$ cat src/rtl/dct_pkg.sv
package dct_pkg;

  // Linear position of an entry inside the chain.
  function automatic int unsigned entry_pos(input int unsigned lb, input int unsigned wb,
                                            input int unsigned tg, input int unsigned n_wb,
                                            input int unsigned n_tg);
    return (lb * n_wb + wb) * n_tg + tg;
  endfunction

  // Series delay of the emulated path for a given pair of tap counts.
  function automatic int unsigned series_delay(input int unsigned l_taps, input int unsigned w_taps,
                                               input int unsigned unit_l, input int unsigned unit_w);
    return l_taps * unit_l + w_taps * unit_w;
  endfunction

endpackage

$ cat src/rtl/dct_bin_decode.sv
module dct_bin_decode #(
  parameter int NB     = 5,
  parameter bit ONEHOT = 1'b0,
  parameter int BW     = (NB > 1) ? $clog2(NB) : 1,
  parameter int IW     = ONEHOT ? NB : BW
) (
  input  logic [IW-1:0] bin_in,
  output logic [BW-1:0] idx,
  output logic          ok
);

  generate
    if (ONEHOT) begin : g_onehot
      always_comb begin
        idx = '0;
        for (int i = 0; i < NB; i++) begin
          if (bin_in[i]) idx = BW'(i);
        end
        ok = $onehot(bin_in);
      end
    end else begin : g_binary
      always_comb begin
        idx = BW'(bin_in);
        ok  = (int'(bin_in) < NB);
      end
    end
  endgenerate

  // a legal index never points outside the bin range
  always_comb begin
    if (ok) p_idx_range_r6 : assert (int'(idx) < NB);
  end

endmodule

$ cat src/rtl/dct_chain.sv
module dct_chain #(
  parameter int ENTRIES = 100,
  parameter int EW      = 10,
  parameter int AW      = (ENTRIES > 1) ? $clog2(ENTRIES) : 1
) (
  input  logic          clk,
  input  logic          rst_n,
  input  logic          shift_en,
  input  logic          shift_in,
  input  logic [AW-1:0] rd_idx,
  output logic [EW-1:0] rd_word
);

  localparam int TOTAL = ENTRIES * EW;

  logic [TOTAL-1:0] chain;
  logic [EW-1:0]    ent [ENTRIES];
  logic             shift_step;

  assign shift_step = shift_en;

  always_ff @(posedge clk or negedge rst_n) begin
    if (!rst_n)          chain <= '0;
    else if (shift_step) chain <= {chain[TOTAL-2:0], shift_in};
  end

  generate
    for (genvar e = 0; e < ENTRIES; e++) begin : g_ent
      assign ent[e] = chain[e*EW +: EW];
    end
  endgenerate

  always_comb begin
    rd_word = '0;
    if (int'(rd_idx) < ENTRIES) rd_word = ent[rd_idx];
  end

  // each shift step takes the serial bit into the chain head
  p_chain_head_r2 : assert property (@(posedge clk) disable iff (!rst_n)
    shift_step |=> chain[0] == $past(shift_in));

  // contents change only by shifting
  p_chain_hold_r8 : assert property (@(posedge clk) disable iff (!rst_n)
    !shift_step |=> $stable(chain));

endmodule

$ cat src/rtl/dline_corner_table.sv
module dline_corner_table #(
  parameter int LBINS  = 5,
  parameter int WBINS  = 5,
  parameter int NTGT   = 4,
  parameter int CW     = 5,
  parameter bit ONEHOT = 1'b0,
  parameter int LBW    = (LBINS > 1) ? $clog2(LBINS) : 1,
  parameter int WBW    = (WBINS > 1) ? $clog2(WBINS) : 1,
  parameter int LIW    = ONEHOT ? LBINS : LBW,
  parameter int WIW    = ONEHOT ? WBINS : WBW,
  parameter int TW     = (NTGT > 1) ? $clog2(NTGT) : 1
) (
  input  logic           clk,
  input  logic           rst_n,
  input  logic           shift_en,
  input  logic           shift_in,
  input  logic [LIW-1:0] lbin,
  input  logic [WIW-1:0] wbin,
  input  logic [TW-1:0]  tgt,
  output logic [CW-1:0]  logic_code,
  output logic [CW-1:0]  wire_code,
  output logic           codes_valid
);

  import dct_pkg::*;

  localparam int ENTRIES = LBINS * WBINS * NTGT;
  localparam int EW      = 2 * CW;
  localparam int AW      = (ENTRIES > 1) ? $clog2(ENTRIES) : 1;
  localparam int KW      = 1 + LBW + WBW + TW;

  logic [LBW-1:0] lidx;
  logic [WBW-1:0] widx;
  logic           l_ok, w_ok, t_ok, sel_ok;
  logic [AW-1:0]  rd_idx;
  logic [EW-1:0]  rd_word;
  logic [KW-1:0]  sel_key, sel_prev;
  logic           shift_q;
  logic           load_now, sel_steady;

  dct_bin_decode #(.NB(LBINS), .ONEHOT(ONEHOT), .BW(LBW), .IW(LIW)) u_ldec (
    .bin_in(lbin), .idx(lidx), .ok(l_ok));

  dct_bin_decode #(.NB(WBINS), .ONEHOT(ONEHOT), .BW(WBW), .IW(WIW)) u_wdec (
    .bin_in(wbin), .idx(widx), .ok(w_ok));

  assign t_ok    = (int'(tgt) < NTGT);
  assign sel_ok  = l_ok && w_ok && t_ok;
  assign rd_idx  = AW'(entry_pos(int'(lidx), int'(widx), int'(tgt), WBINS, NTGT));
  assign sel_key = {sel_ok, lidx, widx, tgt};

  dct_chain #(.ENTRIES(ENTRIES), .EW(EW), .AW(AW)) u_chain (
    .clk(clk), .rst_n(rst_n), .shift_en(shift_en), .shift_in(shift_in),
    .rd_idx(rd_idx), .rd_word(rd_word));

  // Named events for the checks below
  assign load_now   = !shift_en && sel_ok;
  assign sel_steady = load_now && !shift_q && (sel_key == sel_prev);

  always_ff @(posedge clk or negedge rst_n) begin
    if (!rst_n) begin
      logic_code  <= '0;
      wire_code   <= '0;
      codes_valid <= 1'b0;
      sel_prev    <= '0;
      shift_q     <= 1'b1;
    end else begin
      sel_prev    <= sel_key;
      shift_q     <= shift_en;
      codes_valid <= sel_steady;
      if (load_now) begin
        logic_code <= rd_word[EW-1:CW];
        wire_code  <= rd_word[CW-1:0];
      end
    end
  end

  // shifting freezes the codes
  p_freeze_r5 : assert property (@(posedge clk) disable iff (!rst_n)
    shift_en |=> $stable(logic_code) && $stable(wire_code));

  // no valid flag while the table is being rewritten
  p_shift_invalid_r5 : assert property (@(posedge clk) disable iff (!rst_n)
    shift_en |=> !codes_valid);

  // an illegal selection holds the codes and clears the flag
  p_bad_hold_r6 : assert property (@(posedge clk) disable iff (!rst_n)
    !sel_ok |=> $stable(logic_code) && $stable(wire_code) && !codes_valid);

  // a valid flag means the codes did not move on that edge
  p_valid_steady_r4 : assert property (@(posedge clk) disable iff (!rst_n)
    codes_valid |-> $stable(logic_code) && $stable(wire_code));

  // the flag only rises after the codes have settled for one edge
  p_valid_rise_r4 : assert property (@(posedge clk) disable iff (!rst_n)
    $rose(codes_valid) |-> $past(load_now));

endmodule

$ cat config.mk
export PLATFORM = sky130hd
export DESIGN_NAME = dline_corner_table
export DESIGN_NICKNAME = d
export VERILOG_FILES = /design/src/rtl/dct_pkg.sv /design/src/rtl/dct_bin_decode.sv /design/src/rtl/dct_chain.sv /design/src/rtl/dline_corner_table.sv
export SDC_FILE = /design/constraint.sdc
export NUM_CORES = 1
export LEC_CHECK = 0
export BUFFER_PORTS_ARGS = -buffer_cell sky130_fd_sc_hd__buf_2
export CAP_MARGIN = 40
export CORE_UTILIZATION = 45
export CTS_BUF_LIST = sky130_fd_sc_hd__clkbuf_4 sky130_fd_sc_hd__clkbuf_8
export DETAILED_ROUTE_END_ITERATION = 6
export REMOVE_ABC_BUFFERS = 1
export SLEW_MARGIN = 20
export SYNTH_ARGS = -nofsm -noshare
export SYNTH_HDL_FRONTEND = slang
export SYNTH_SLANG_ARGS = --single-unit
$ cat constraint.sdc
create_clock -name clk -period 2.4 [get_ports clk]
set_input_delay 0.36 -clock clk [delete_from_list [all_inputs] [get_ports clk]]
set_output_delay 0.36 -clock clk [all_outputs]
set_load 0.02 [all_outputs]
==> metrics.md <==
| Metric | Value |
|---|---|
| Status | `finished, violations left` |
| Failing checks | `setup timing` |
| Port bufs | `22` |
| Clk slew on worst S/H paths | `0.06 ns` |
| Path type of the worst min-delay path | `in -> reg` |
| Crit path largest cell delay | `0.48 ns` |
| Final GP Congestion | `0.9041` |
| Final setup fails | `2` |
| Slowest-stage cell, CP | `o21ai_0` |
| Wire per inst | `24.01 µm` |
| Fraction of registers with async set/reset | `100.0%` |
| Detail Placement HPWL | `80490 µm` |
| Die Width | `322.2 µm` |
| Critical Path RT | `3.10 ns` |
| Share of cells above drive strength 1 | `~52%` |
| Delay-heaviest family, CP | `compound AO/OA/AOI/OAI gates` |
| Clk_lat worst skew | `0.86 ns` |
| Slew headroom | `between 50 and 60%` |
| Avg Vias per Cell | `5.676` |
| Largest net degree at the start of global routing | `105` |
| Slew Viols, Final | `0` |
| Post-DP Area | `0.04963 mm²` |
| Initial cell density of the core | `a little under half` |
| Mean Syn Cell Area | `15.44 µm²` |
| # clock sinks | `1021` |
| Post-synth top flop | `dfrtp_1` |
| Setup WS pre-CTS | `-0.8493 ns` |
| Clock root cell | `clkbuf_8` |
| Max FO, Critical Path | `11` |
| Leak Pwr | `26.25 nW` |
| Pre-antenna DRT Iters | `5` |
| Num rows | `117` |
| Syn Std Cell Area | `0.04614 mm²` |
| Total number of vias | `~27000` |
| Yosys reg bits | `1021` |
| First-pass GRT wire length | `between 150000 and 200000 µm` |
| CTS tree | `yes` |
| CTS H-tree depth | `4` |
| Final instance area | `0.05353 mm²` |
| Final worst-path cycle share | `100.5%` |
| Setup bufs post-CTS | `0` |
| Setup ws final | `-0.01293 ns` |
| Initial antenna violation count | `9` |
| Core Region | `0.1017 mm²` |
| Startpoint Class | `primary input` |
| Post-route core utilization | `between 50% and 60%` |
| Die area | `0.1038 mm²` |
| I/O pins | `23` |
| MaxCap Viol Count | `0` |
| Clock tree buffer depth | `3` |
| Post-route ant nets | `0` |
| Peak VDD IR | `0.0004911 V` |
| Tot GR Track Use | `a little under a quarter` |
| Sequential fraction of the synthesis area | `55.37%` |
| Area Growth Syn to Fin | `16.02%` |
| DRT iter0 DRCs | `1915` |
| GR Overflow Total | `0` |
| Slew @ Worst Pin | `0.6300 ns` |
| Total power | `38.64 mW` |
| RSZ-0062 raised after global routing | `false` |
| Syn. warnings | `0` |
| Setup CP Type | `in -> reg` |
| Remaining routing DRC violations | `0` |
| P per Cell Area | `about 720 mW/mm²` |
| Vias in the first global route | `28454` |
| Num CTS Buffers | `172` |
| Critical path buffer and inverter count | `4` |
| Critical Path AT | `roughly 3.1 ns` |
| Final hold vios | `0` |
| Cell Chain, Critical Path | `buf_2 > ha_1 > ha_1 > buf_4 > buf_4 > or2_2 > buf_4 > o211ai_1 > o22ai_1 > o21ai_0 > a31oi_1` |
| Post-synth EDFFs | `0` |
| Final Skew | `slightly above 0.05 ns` |
| Crit path top cell by count | `buf_4` |
| Die Y | `322.2 µm` |
| Gate count after technology mapping | `2988` |
| Minimum clock period | `2.413 ns` |
| Layout fillers | `around 8400` |
| Maximum clock rate | `414.4 MHz` |
| Distinct cells, synth | `between 50 and 60` |
| Layout Nets | `3284` |
| Final wirelength | `114500 µm` |
| Worst Setup End Kind | `flop` |
## layer usage
metal  global-route usage (%)  part of all wire [%]
met1                    33.51                    47
met4                    7.048                   2.5
met3                    5.262                   5.8
met2                    33.31                    45
met5                        0                 0.024
## kinds of logic (layout without fill, tap and decap cells)
group / after synthesis / in the layout / share of synthesized area (%)
flops: 1021 / 1021 / 55.37
compound gates: 221 / 221 / 3.224
mux: 1382 / 1382 / 36.89
xor+xnor: 13 / 13 / 0.2468
other cells: 0 / 3 / 0
fa+ha+maj: 9 / 9 / 0.2603
buf+inv: 215 / 626 / 2.690
simple gates: 127 / 127 / 1.312
## area by class of cell
cell class                      instances  area (µm²)  share of cell area (%)
Inverter                                2       7.507                 0.01402
Timing Repair Buffer                  314        3088                   5.768
Antenna cell                            3       7.507                 0.01402
Multi-Input combinational cell       1752       19390                   36.22
Clock inverter                         36       387.9                  0.7245
Tap cell                             1368        1712                   3.197
Clock buffer                          274        3390                   6.332
Sequential cell                      1021       25550                   47.73
## report_power, final
part / switching [mW] / leakage (nW) / internal (mW) / total, mW
Combinational: 2.34 / 10.1 / 1.71 / 4.05
Clock: 7.19 / 2.02 / 9.55 / 16.7
Sequential: 0.343 / 14.2 / 17.5 / 17.8
## through the flow
| stage | setup TNS, ns | hold slack [ns] | cells |
|---|---|---|---|
| 2_1_floorplan | -36.14 | 0.06441 | 2775 |
| 3_3_place_gp | -7.444 | 0.3023 | 4446 |
| 3_5_place_dp | -7.855 | 0.3009 | 4446 |
| 4_1_cts | 0 | 0.02756 | 4767 |
| 5_1_grt | 0 | 0.04628 | 4770 |
| 6_report | -0.02144 | 0.1050 | 4770 |
## placed cells by master (no fill, tap or decap), types with 12 or more instances in the layout
| cell type | n |
|---|---|
| a22oi_1 | 60 |
| nand4_1 | 12 |
| o22ai_1 | 40 |
| clkbuf_4 | 61 |
| clkbuf_8 | 213 |
| buf_4 | 224 |
| mux2_2 | 1000 |
| nor2_1 | 20 |
| buf_2 | 18 |
| o21ai_0 | 20 |
| nand2_1 | 50 |
| mux2i_1 | 228 |
| dfrtp_1 | 1020 |
| clkinv_2 | 16 |
| mux4_2 | 151 |
| a21oi_1 | 33 |
| buf_12 | 58 |
| nand3_1 | 25 |
## registers in the layout, indices dropped and copies added (netlist names)
signal and count:
u_chain.chain 1000, sel_prev 9, logic_code 5, wire_code 5, codes_valid 1, shift_q 1
## timing repair
action | CTS | global route
hold buffers | 11 | 0
endpoints found under the hold margin | 759 | 0
endpoints found under the setup margin | 0 | 7
resized for setup | 0 | 2
## Yosys cell counts, types with 8 or more instances
cell type / n / area, µm²
buf_6: 17 / 191.4
buf_2: 30 / 150.1
buf_12: 8 / 160.2
o32ai_1: 9 / 78.83
a22oi_1: 60 / 450.4
ha_1: 8 / 100.1
nand4_1: 12 / 75.07
a221oi_1: 9 / 78.83
mux2i_1: 228 / 2282
clkbuf_1: 137 / 514.2
mux4_2: 151 / 3401
nor2_1: 21 / 78.83
mux2_2: 1000 / 11260
dfrtp_1: 1020 / 25520
o21ai_0: 20 / 100.1
nand2_1: 50 / 187.7
o211ai_1: 10 / 75.07
o21ai_1: 10 / 50.05
o221ai_1: 11 / 96.34
a21oi_1: 33 / 165.2
o22ai_1: 41 / 256.5
buf_8: 8 / 120.1
nand3_1: 25 / 125.1
buf_4: 13 / 97.59
a31oi_1: 9 / 56.30
## worst paths after layout
kind | start | end | slack, ns | cells after the start
hold / removal | tgt[0] | sel_prev[0] | 0.10 | 2
min in group asynchronous | rst_n | u_chain.chain[488] | 0.57 | 3
setup reg to reg | u_chain.chain[638] | logic_code[3] | 0.23 | 6
max in group asynchronous | rst_n | u_chain.chain[487] | 0.54 | 4
setup / recovery | lbin[1] | logic_code[2] | -0.01 | 11
hold reg to reg | u_chain.chain[713] | u_chain.chain[714] | 0.51 | 1
## worst register-to-register path, delay by kind of cell (launching register included)
kind | cells | cell delay, ns
AO/OA/AOI/OAI | 4 | 0.96
multiplexers | 1 | 0.52
flip-flops | 1 | 0.40
buffers and inverters | 1 | 0.14
Note: power is estimated with default switching activity, not from simulation.
